===== config.mk =====
export PLATFORM = sky130hd
export DESIGN_NAME = tag_rename_regfile
export DESIGN_NICKNAME = d
export VERILOG_FILES = /design/src/rtl/trf_pkg.sv /design/src/rtl/trf_entry.sv /design/src/rtl/trf_read_port.sv /design/src/rtl/tag_rename_regfile.sv
export SDC_FILE = /design/constraint.sdc
export NUM_CORES = 1
export LEC_CHECK = 0
export ABC_AREA = 1
export BUFFER_PORTS_ARGS = -buffer_cell sky130_fd_sc_hd__buf_2
export CORE_ASPECT_RATIO = 1.25
export CORE_MARGIN = 2
export CORE_UTILIZATION = 40
export DETAILED_ROUTE_END_ITERATION = 6
export PLACE_DENSITY = 0.6
export SLEW_MARGIN = 40
export SYNTH_ARGS = -nofsm -noshare
export SYNTH_HDL_FRONTEND = slang
export SYNTH_SLANG_ARGS = --single-unit

===== constraint.sdc =====
create_clock -name clk_i -period 1.91 [get_ports clk_i]
set_clock_uncertainty 0.15 [all_clocks]
set_input_delay 0.191 -clock clk_i [delete_from_list [all_inputs] [get_ports clk_i]]
set_output_delay 0.191 -clock clk_i [all_outputs]
set_load 0.02 [all_outputs]

===== src/rtl/trf_pkg.sv =====
package trf_pkg;
  localparam int DEF_REGS   = 16;
  localparam int DEF_DATA_W = 32;
  localparam int DEF_TAG_W  = 4;

  typedef enum logic [1:0] {
    SRC_FILE    = 2'd0,
    SRC_BYPASS  = 2'd1,
    SRC_PENDING = 2'd2
  } src_sel_e;
endpackage


===== src/rtl/trf_entry.sv =====
module trf_entry #(
  parameter int DATA_W = trf_pkg::DEF_DATA_W,
  parameter int TAG_W  = trf_pkg::DEF_TAG_W,
  parameter int ADDR_W = 4,
  parameter int IDX    = 0
) (
  input  logic              clk_i,
  input  logic              rst_ni,
  input  logic              issue_valid_i,
  input  logic [ADDR_W-1:0] dst_addr_i,
  input  logic [TAG_W-1:0]  dst_tag_i,
  input  logic              cdb_valid_i,
  input  logic [TAG_W-1:0]  cdb_tag_i,
  input  logic [DATA_W-1:0] cdb_data_i,
  output logic              busy_o,
  output logic [TAG_W-1:0]  tag_o,
  output logic [DATA_W-1:0] value_o,
  output logic              hit_o
);
  localparam logic [ADDR_W-1:0] MY_ADDR = ADDR_W'(IDX);

  logic              busy_q;
  logic [TAG_W-1:0]  tag_q;
  logic [DATA_W-1:0] value_q;
  logic              rename;

  assign rename = issue_valid_i && (dst_tag_i != '0) && (dst_addr_i == MY_ADDR);
  assign hit_o  = cdb_valid_i && (cdb_tag_i != '0) && busy_q && (tag_q == cdb_tag_i);

  // rename has priority over a same-cycle capture
  always_ff @(posedge clk_i or negedge rst_ni) begin
    if (!rst_ni) begin
      busy_q  <= 1'b0;
      tag_q   <= '0;
      value_q <= '0;
    end else if (rename) begin
      busy_q <= 1'b1;
      tag_q  <= dst_tag_i;
    end else if (hit_o) begin
      busy_q  <= 1'b0;
      tag_q   <= '0;
      value_q <= cdb_data_i;
    end
  end

  assign busy_o  = busy_q;
  assign tag_o   = tag_q;
  assign value_o = value_q;
endmodule


===== src/rtl/trf_read_port.sv =====
module trf_read_port #(
  parameter int NUM_REGS = trf_pkg::DEF_REGS,
  parameter int DATA_W   = trf_pkg::DEF_DATA_W,
  parameter int TAG_W    = trf_pkg::DEF_TAG_W,
  parameter int ADDR_W   = 4
) (
  input  logic [ADDR_W-1:0]   addr_i,
  input  logic [NUM_REGS-1:0] busy_i,
  input  logic [NUM_REGS-1:0] hit_i,
  input  logic [TAG_W-1:0]    tag_i   [NUM_REGS],
  input  logic [DATA_W-1:0]   value_i [NUM_REGS],
  input  logic [DATA_W-1:0]   cdb_data_i,
  output logic                ready_o,
  output logic [TAG_W-1:0]    tag_o,
  output logic [DATA_W-1:0]   data_o
);
  import trf_pkg::*;

  src_sel_e sel;

  always_comb begin
    if (!busy_i[addr_i])    sel = SRC_FILE;
    else if (hit_i[addr_i]) sel = SRC_BYPASS;
    else                    sel = SRC_PENDING;
  end

  always_comb begin
    ready_o = 1'b1;
    tag_o   = '0;
    data_o  = '0;
    unique case (sel)
      SRC_FILE:    data_o  = value_i[addr_i];
      SRC_BYPASS:  data_o  = cdb_data_i;
      SRC_PENDING: begin
        ready_o = 1'b0;
        tag_o   = tag_i[addr_i];
      end
      default:     ready_o = 1'b0;
    endcase
  end
endmodule


===== src/rtl/tag_rename_regfile.sv =====
module tag_rename_regfile #(
  parameter int NUM_REGS = trf_pkg::DEF_REGS,
  parameter int DATA_W   = trf_pkg::DEF_DATA_W,
  parameter int TAG_W    = trf_pkg::DEF_TAG_W,
  localparam int ADDR_W  = $clog2(NUM_REGS)
) (
  input  logic              clk_i,
  input  logic              rst_ni,
  input  logic              issue_valid_i,
  input  logic [ADDR_W-1:0] dst_addr_i,
  input  logic [TAG_W-1:0]  dst_tag_i,
  input  logic [ADDR_W-1:0] src_a_addr_i,
  input  logic [ADDR_W-1:0] src_b_addr_i,
  output logic              src_a_ready_o,
  output logic [TAG_W-1:0]  src_a_tag_o,
  output logic [DATA_W-1:0] src_a_data_o,
  output logic              src_b_ready_o,
  output logic [TAG_W-1:0]  src_b_tag_o,
  output logic [DATA_W-1:0] src_b_data_o,
  input  logic              cdb_valid_i,
  input  logic [TAG_W-1:0]  cdb_tag_i,
  input  logic [DATA_W-1:0] cdb_data_i
);
  logic [NUM_REGS-1:0] busy_vec;
  logic [NUM_REGS-1:0] hit_vec;
  logic [TAG_W-1:0]    tag_arr [NUM_REGS];
  logic [DATA_W-1:0]   val_arr [NUM_REGS];

  for (genvar k = 0; k < NUM_REGS; k++) begin : g_reg
    trf_entry #(
      .DATA_W(DATA_W), .TAG_W(TAG_W), .ADDR_W(ADDR_W), .IDX(k)
    ) u_entry (
      .clk_i        (clk_i),
      .rst_ni       (rst_ni),
      .issue_valid_i(issue_valid_i),
      .dst_addr_i   (dst_addr_i),
      .dst_tag_i    (dst_tag_i),
      .cdb_valid_i  (cdb_valid_i),
      .cdb_tag_i    (cdb_tag_i),
      .cdb_data_i   (cdb_data_i),
      .busy_o       (busy_vec[k]),
      .tag_o        (tag_arr[k]),
      .value_o      (val_arr[k]),
      .hit_o        (hit_vec[k])
    );
  end

  trf_read_port #(
    .NUM_REGS(NUM_REGS), .DATA_W(DATA_W), .TAG_W(TAG_W), .ADDR_W(ADDR_W)
  ) u_rd_a (
    .addr_i    (src_a_addr_i),
    .busy_i    (busy_vec),
    .hit_i     (hit_vec),
    .tag_i     (tag_arr),
    .value_i   (val_arr),
    .cdb_data_i(cdb_data_i),
    .ready_o   (src_a_ready_o),
    .tag_o     (src_a_tag_o),
    .data_o    (src_a_data_o)
  );

  trf_read_port #(
    .NUM_REGS(NUM_REGS), .DATA_W(DATA_W), .TAG_W(TAG_W), .ADDR_W(ADDR_W)
  ) u_rd_b (
    .addr_i    (src_b_addr_i),
    .busy_i    (busy_vec),
    .hit_i     (hit_vec),
    .tag_i     (tag_arr),
    .value_i   (val_arr),
    .cdb_data_i(cdb_data_i),
    .ready_o   (src_b_ready_o),
    .tag_o     (src_b_tag_o),
    .data_o    (src_b_data_o)
  );
endmodule


# After elaboration in Yosys (flattened, before gate mapping)
# Cells that the tools add are included.
totals:
  regBits: 592
op_classes:
  bitwise_logic: 18
  n_reduce_logical: 89
  eq_ne: 35
  mux: 94
  magnitude_cmp: 4
op_table:
  columns: ["cell", "count"]
  rows:
  - ["32-bit binary-select mux with 4-bit select", 2]
  - ["4-bit two-way mux", 38]
  - ["32-bit two-way mux", 4]
  - ["32-bit one-hot mux with 2 select lines", 2]
  - ["4-bit == test", 16]
  - ["1-bit logical AND", 50]
  - ["1-bit two-way mux", 38]
  - ["4-bit binary-select mux with 4-bit select", 2]
  - ["4-bit == test (second input constant)", 8]
  - ["2-bit AND reduction", 16]
  - ["2-bit nonzero test", 16]
  - ["1-bit binary-select mux with 4-bit select", 4]
  - ["4-bit by 3-bit == test with 1-bit output (second input constant)", 4]
  - ["1-bit NOT", 16]
  - ["5-bit greater-or-equal comparator (second input constant)", 2]
  - ["4-bit by 5-bit < comparator with 1-bit output (second input constant)", 2]
  - ["4-bit NOT with 5-bit output", 2]
  - ["4-bit by 2-bit == test with 1-bit output (second input constant)", 2]
  - ["2-bit two-way mux", 4]
  - ["4-bit nonzero test", 2]
  - ["2-bit by 1-bit == test with 1-bit output (second input constant)", 2]
  - ["2-bit == test (second input constant)", 2]
  - ["4-bit by 1-bit == test with 1-bit output (second input constant)", 1]
  - ["2-bit logical NOT", 2]
  - ["2 further kinds", 3]

# Longest topological paths before layout
depth:
  depth_word: 11
  ltp_mapped: 14
  mapped_depth_nobuf: 12

# By module
# From an unflattened synthesis, not the netlist that was laid out.
hier_totals:
  hier_cells: 5986
  hier_area_um2: 40750.3
modules_own_cells:
  columns: ["mod", "area_per_inst_um2", "cells_each", "instances", "seq_area_each_um2"]
  rows:
  - ["trf_read_port", 6487.5, 1417, 2, 0.0]
  - ["trf_entry at g_reg[10].u_entry ...", 1741.7, 197, 4, 925.9]
  - ["trf_entry at g_reg[1].u_entry ...", 1746.7, 197, 2, 925.9]
  - ["trf_entry at g_reg[11].u_entry ...", 1737.9, 196, 2, 925.9]
  - ["trf_entry at g_reg[4].u_entry ...", 1734.2, 197, 2, 925.9]
  - ["trf_entry at g_reg[13].u_entry ...", 1731.7, 197, 2, 925.9]
  - ["trf_entry at g_reg[12].u_entry", 1747.9, 198, 1, 925.9]
  - ["trf_entry at g_reg[0].u_entry", 1732.9, 198, 1, 925.9]
  - ["trf_entry at g_reg[15].u_entry", 1722.9, 196, 1, 925.9]
  - ["trf_entry at g_reg[3].u_entry", 1704.1, 198, 1, 925.9]

# Worst setup path after synthesis
# No wires, ideal clock.
synth_timing:
  path_kind: "input -> output"
  start: "in cdb_tag_i[0]"
  end: "out src_b_tag_o[0]"
  arrival_ns: 1.742
  t_required_ns: 1.569
  path_slack_ns: -0.173
  path_stages: 13
  n_path_buf: 2
  cell_sequence: "buf_4 > nor2_1 > nand2_2 > nand2_4 > buf_6 > nor2_1 > nand3_1 > nand3_1 > nand3_1 > nand3_2 > nand2_1 > nand2_1 > nor2_1"
synth_between:
  elab_chain_cells: 10
  word_cells_on_any_way: 56
  classes_between: "eq/ne: 17; mux: 5; reduce/logical: 34"
synth_rtl:
  columns: ["item", "line", "source"]
  rows:
  - ["start, declared", "tag_rename_regfile.sv:21", "input logic [TAG_W-1:0] cdb_tag_i,"]
  - ["4-bit nonzero test", "trf_entry.sv:28", "assign hit_o = cdb_valid_i && (cdb_tag_i != '0) && busy_q && (tag_q == cdb_tag_i);"]
  - ["1-bit logical AND (3 in a row)", "trf_entry.sv:28", null]
  - ["1-bit binary-select mux with 4-bit select *", "trf_read_port.sv:23", "else if (hit_i[addr_i]) sel = SRC_BYPASS;"]
  - ["1-bit two-way mux (not written as such) *", "trf_read_port.sv:23", null]
  - ["2-bit two-way mux *", "trf_read_port.sv:23", null]
  - ["2-bit two-way mux *", "trf_read_port.sv:22", "if (!busy_i[addr_i]) sel = SRC_FILE;"]
  - ["2-bit == test *", "trf_read_port.sv:31", "unique case (sel)"]
  - ["4-bit two-way mux *", "trf_read_port.sv:31", null]
  - ["end, declared", "tag_rename_regfile.sv:18", "output logic [TAG_W-1:0] src_b_tag_o,"]
# Mark *: on every way between the ends. The rest lies on a longest branch, timed or not. The select of a mux whose other input is x is not followed.

# Final worst setup path
layout_timing:
  start: "reg g_reg[8].u_entry.tag_q[2]"
  end: "out src_a_data_o[27]"
layout_between:
  elab_chain_cells: 8
  word_cells_on_any_way: 9
  classes_between: "eq/ne: 2; mux: 5; reduce/logical: 2"
layout_rtl:
  columns: ["item", "line", "source"]
  rows:
  - ["start, declared", "trf_entry.sv:23", "logic [TAG_W-1:0] tag_q;"]
  - ["start signal, assigned", "trf_entry.sv:38", "tag_q <= dst_tag_i;"]
  - ["4-bit == test *", "trf_entry.sv:28", null]
  - ["1-bit logical AND *", "trf_entry.sv:28", null]
  - ["1-bit binary-select mux with 4-bit select *", "trf_read_port.sv:23", null]
  - ["1-bit two-way mux (not written as such) *", "trf_read_port.sv:23", null]
  - ["2-bit two-way mux *", "trf_read_port.sv:23", null]
  - ["2-bit two-way mux *", "trf_read_port.sv:22", null]
  - ["2-bit by 1-bit == test with 1-bit output or 2-bit logical NOT (tied branches)", "trf_read_port.sv:31", null]
  - ["32-bit one-hot mux with 2 select lines *", "trf_read_port.sv:31", null]
  - ["end, declared", "tag_rename_regfile.sv:16", "output logic [DATA_W-1:0] src_a_data_o,"]
# Marked as above.

==> qor.yml <==
status: "finished, violations left"
violations: "negative setup slack"
cp.arrival_ns: 2.62
synth_xor_xnor_area_share: 0.00127
max_freq_ghz: 0.337
start_util: 0.404
num_vias: 36700
netlist_instances: 4685
maxCapViolCount: 0
clock_sinks: 592
cts_max_path_buffers: 3
yosysSeqAreaShare: 0.429
worst_setup_path_end_kind: "primary output"
cts_tree: "yes"
synth_mux_area_frac: 0
routed_wl_mm: 147
synthSimpleGateAreaFrac: 0.178
slew_headroom: 0.586
start_kind: "flip-flop"
nets: 5126
cts_buffers: 68
synthAdderAreaFrac: 0
syn_to_final_growth_pct: 32.8
antenna_found_initial: 0
grt_pass1_vias: 34100
hpwlAfterDp_mm: 90.2
drive_above_1_share: 0.223
netlist-cell-type-count: 29
grt_pass1_wl_mm: 209
dp.cells: 5976
rsz0062_at_grt: "true"
regToRegEndpoint: "g_reg[7].u_entry.value_o[24]"
reg2reg_slack_ns: -0.23
yosys_warnings: 0
leakage_nw: 20.9
insertion_delay_ns: 0.64
final.fill_count: 7854
finalSetupViolCount: 119
synth-seq-cells: 592
drc_errors: 0
synth_area_sq_um: 34600
grt_max_degree: 82
htree_levels: 3
p_total_mw: 59.3
synth_compound_area_frac: 0.286
hold_viol: 0
hold_path_end: "g_reg[15].u_entry.tag_o[1]"
crit_required_ns: 1.57
setup_slack_ns: -1.06
ir_drop_uv: 785
path_class: "reg2out"
syn_area_per_cell_sq_um: 7.38
routedWlPerCell_um: 23.6
cts.clk_slew.worst_paths_ns: 0.06
grt_overflow: 0
slew_violations: 0
whs_path_depth: 4
finalNonFillerCells: 6220
first_pass_iters: 7
startpoint: "g_reg[8].u_entry.tag_o[2]"
dp_slack_ns: -0.612
period_share: 1.55
core_area_sq_um: 85600
cts-root-buf: "clkbuf_16"
power_density_nw_per_um2: 1290
fp.dieW_um: 267
synthTopCellsByArea: "dfrtp_1, o21ai_0, nand2_1, a21oi_1, nand3_1"
synth_area_leader_cell: "dfrtp_1"
viasPerCell: 5.90
port_buffers: 129
synth_top_area_frac: 0.429
dieHeight_um: 333
globalplace.congestion: 1.01
num_io_pins: 130
tightest_slew_ns: 0.620
worst_hold_slack_ns: 0.0382
min-delay-start: "dst_tag_i[1]"
die_area_sq_um: 88800
r2r_cells: 12
period_needed_ns: 2.97
crit_path_max_fanout: 6
diodes: 0
grt_use_total: 0.306
syn_nets: 4741
drtIter0Drc: 4602
synth_top_family_by_area: "compound AO/OA/AOI/OAI gates"
min_path_type: "in2reg"
std_cell_rows: 120
final_antenna_net_count: 0
reg2reg_from: "g_reg[7].u_entry.tag_o[3]"
final_util: 0.537
==> final cells by class <==
| cell class | instances | area (sq um) | share of cell area |
|---|---|---|---|
| Clock buffer | 97 | 2020 | 0.0441 |
| Clock inverter | 25 | 360 | 0.00785 |
| Inverter | 401 | 1560 | 0.0341 |
| Multi-Input combinational cell | 3285 | 17600 | 0.384 |
| Sequential cell | 592 | 14800 | 0.323 |
| Tap cell | 1098 | 1370 | 0.0299 |
| Timing Repair Buffer | 722 | 8150 | 0.177 |
==> logic make-up after synthesis <==
| kind of cell | count (synthesis) |
|---|---|
| and+or+nand+nor | 1433 |
| DFF | 592 |
| xor gates and xnor gates | 5 |
| buffers and inverters | 812 |
| AOI/OAI and AO/OA | 1843 |
==> timing repair <==
action,4_1_cts,5_1_grt
hold buffers,23,0
hold endpoints to repair,778,0
gates cloned,7,32
resized for setup,231,271
setup buffers,23,40
setup endpoints to repair,113,408
pin swaps,14,60
==> critical path, cell delays in order (launching register included) <==
cell,delay [ns]
dfrtp_1,0.40
inv_2,0.07
nand2_1,0.07
nand2_1,0.10
nand2_2,0.07
nor2_4,0.14
nand3_1,0.09
nand3_1,0.11
nand3_2,0.10
nand3_4,0.22
buf_12,0.21
buf_12,0.13
nand3_4,0.07
nand2_2,0.07
buf_6,0.12
==> registers in the layout (all words and copies together) (netlist names) <==
register,count
g.u_entry.tag_o,64
g.u_entry.busy_o,16
g.u_entry.value_o,512
==> where the power goes <==
part	internal, mW	leakage [nW]	switching [mW]	total (mW)
clock network	8.48	1.17	5.66	14.1
logic	9.91	12.2	12.8	22.7
registers	18.4	7.52	4.06	22.5
==> layer usage <==
layer  vias to the layer above  GRT usage  wire [um]
met1                     17500      0.405      57600
li1                      16800          -          -
met2                      1958      0.485      66400
met5                         -          0          0
met3                       452     0.0428      13500
met4                         0      0.164       9460
==> through the flow <==
stage	area, sq um	setup TNS [ns]
floorplan	34800	-0.0325
global placement	39900	-75.81
detailed placement	39900	-81.90
CTS	43800	-73.50
global route	45900	-95.30
finish	45900	-80.39
==> synth_stat cells (all sizes together) <==
cell type / number
clkbuf: 189
clkinv: 1
dfrtp: 592
inv: 400
xnor2: 5
o211ai: 109
o21ai: 1063
o221ai: 74
nor2: 153
nor3: 4
buf: 222
nand2: 911
nand3: 365
o22ai: 63
a21oi: 533
o41ai: 1
==> cell usage in the layout, fill, tap and decap left out, types with 21 or more instances in the layout <==
| cell | n |
|---|---|
| nand3_2 | 59 |
| nor2_1 | 124 |
| o211ai_1 | 109 |
| buf_2 | 48 |
| o221ai_1 | 74 |
| clkbuf_16 | 93 |
| nand3_1 | 258 |
| inv_2 | 26 |
| o22ai_1 | 63 |
| nand3_4 | 48 |
| inv_1 | 367 |
| o21ai_0 | 802 |
| nand2_1 | 770 |
| buf_12 | 146 |
| dfrtp_1 | 592 |
| buf_4 | 374 |
| nand2_4 | 41 |
| o21ai_1 | 254 |
| dlygate4sd3_1 | 21 |
| nand2_2 | 90 |
| buf_6 | 96 |
| a21oi_1 | 529 |
==> worst max-delay path by stage <==
stage                       endpoint  slack [ns]  depth (start not counted)
CTS                 src_a_data_o[27]       -1.03                         14
global route          src_b_tag_o[1]       -1.14                         13
detailed placement   src_b_data_o[8]       -0.61                         15
global placement     src_b_data_o[4]       -0.57                         16
finish              src_a_data_o[27]       -1.06                         14
floorplan           src_a_data_o[14]       -0.02                         10
(Power assumes the default switching activity.)
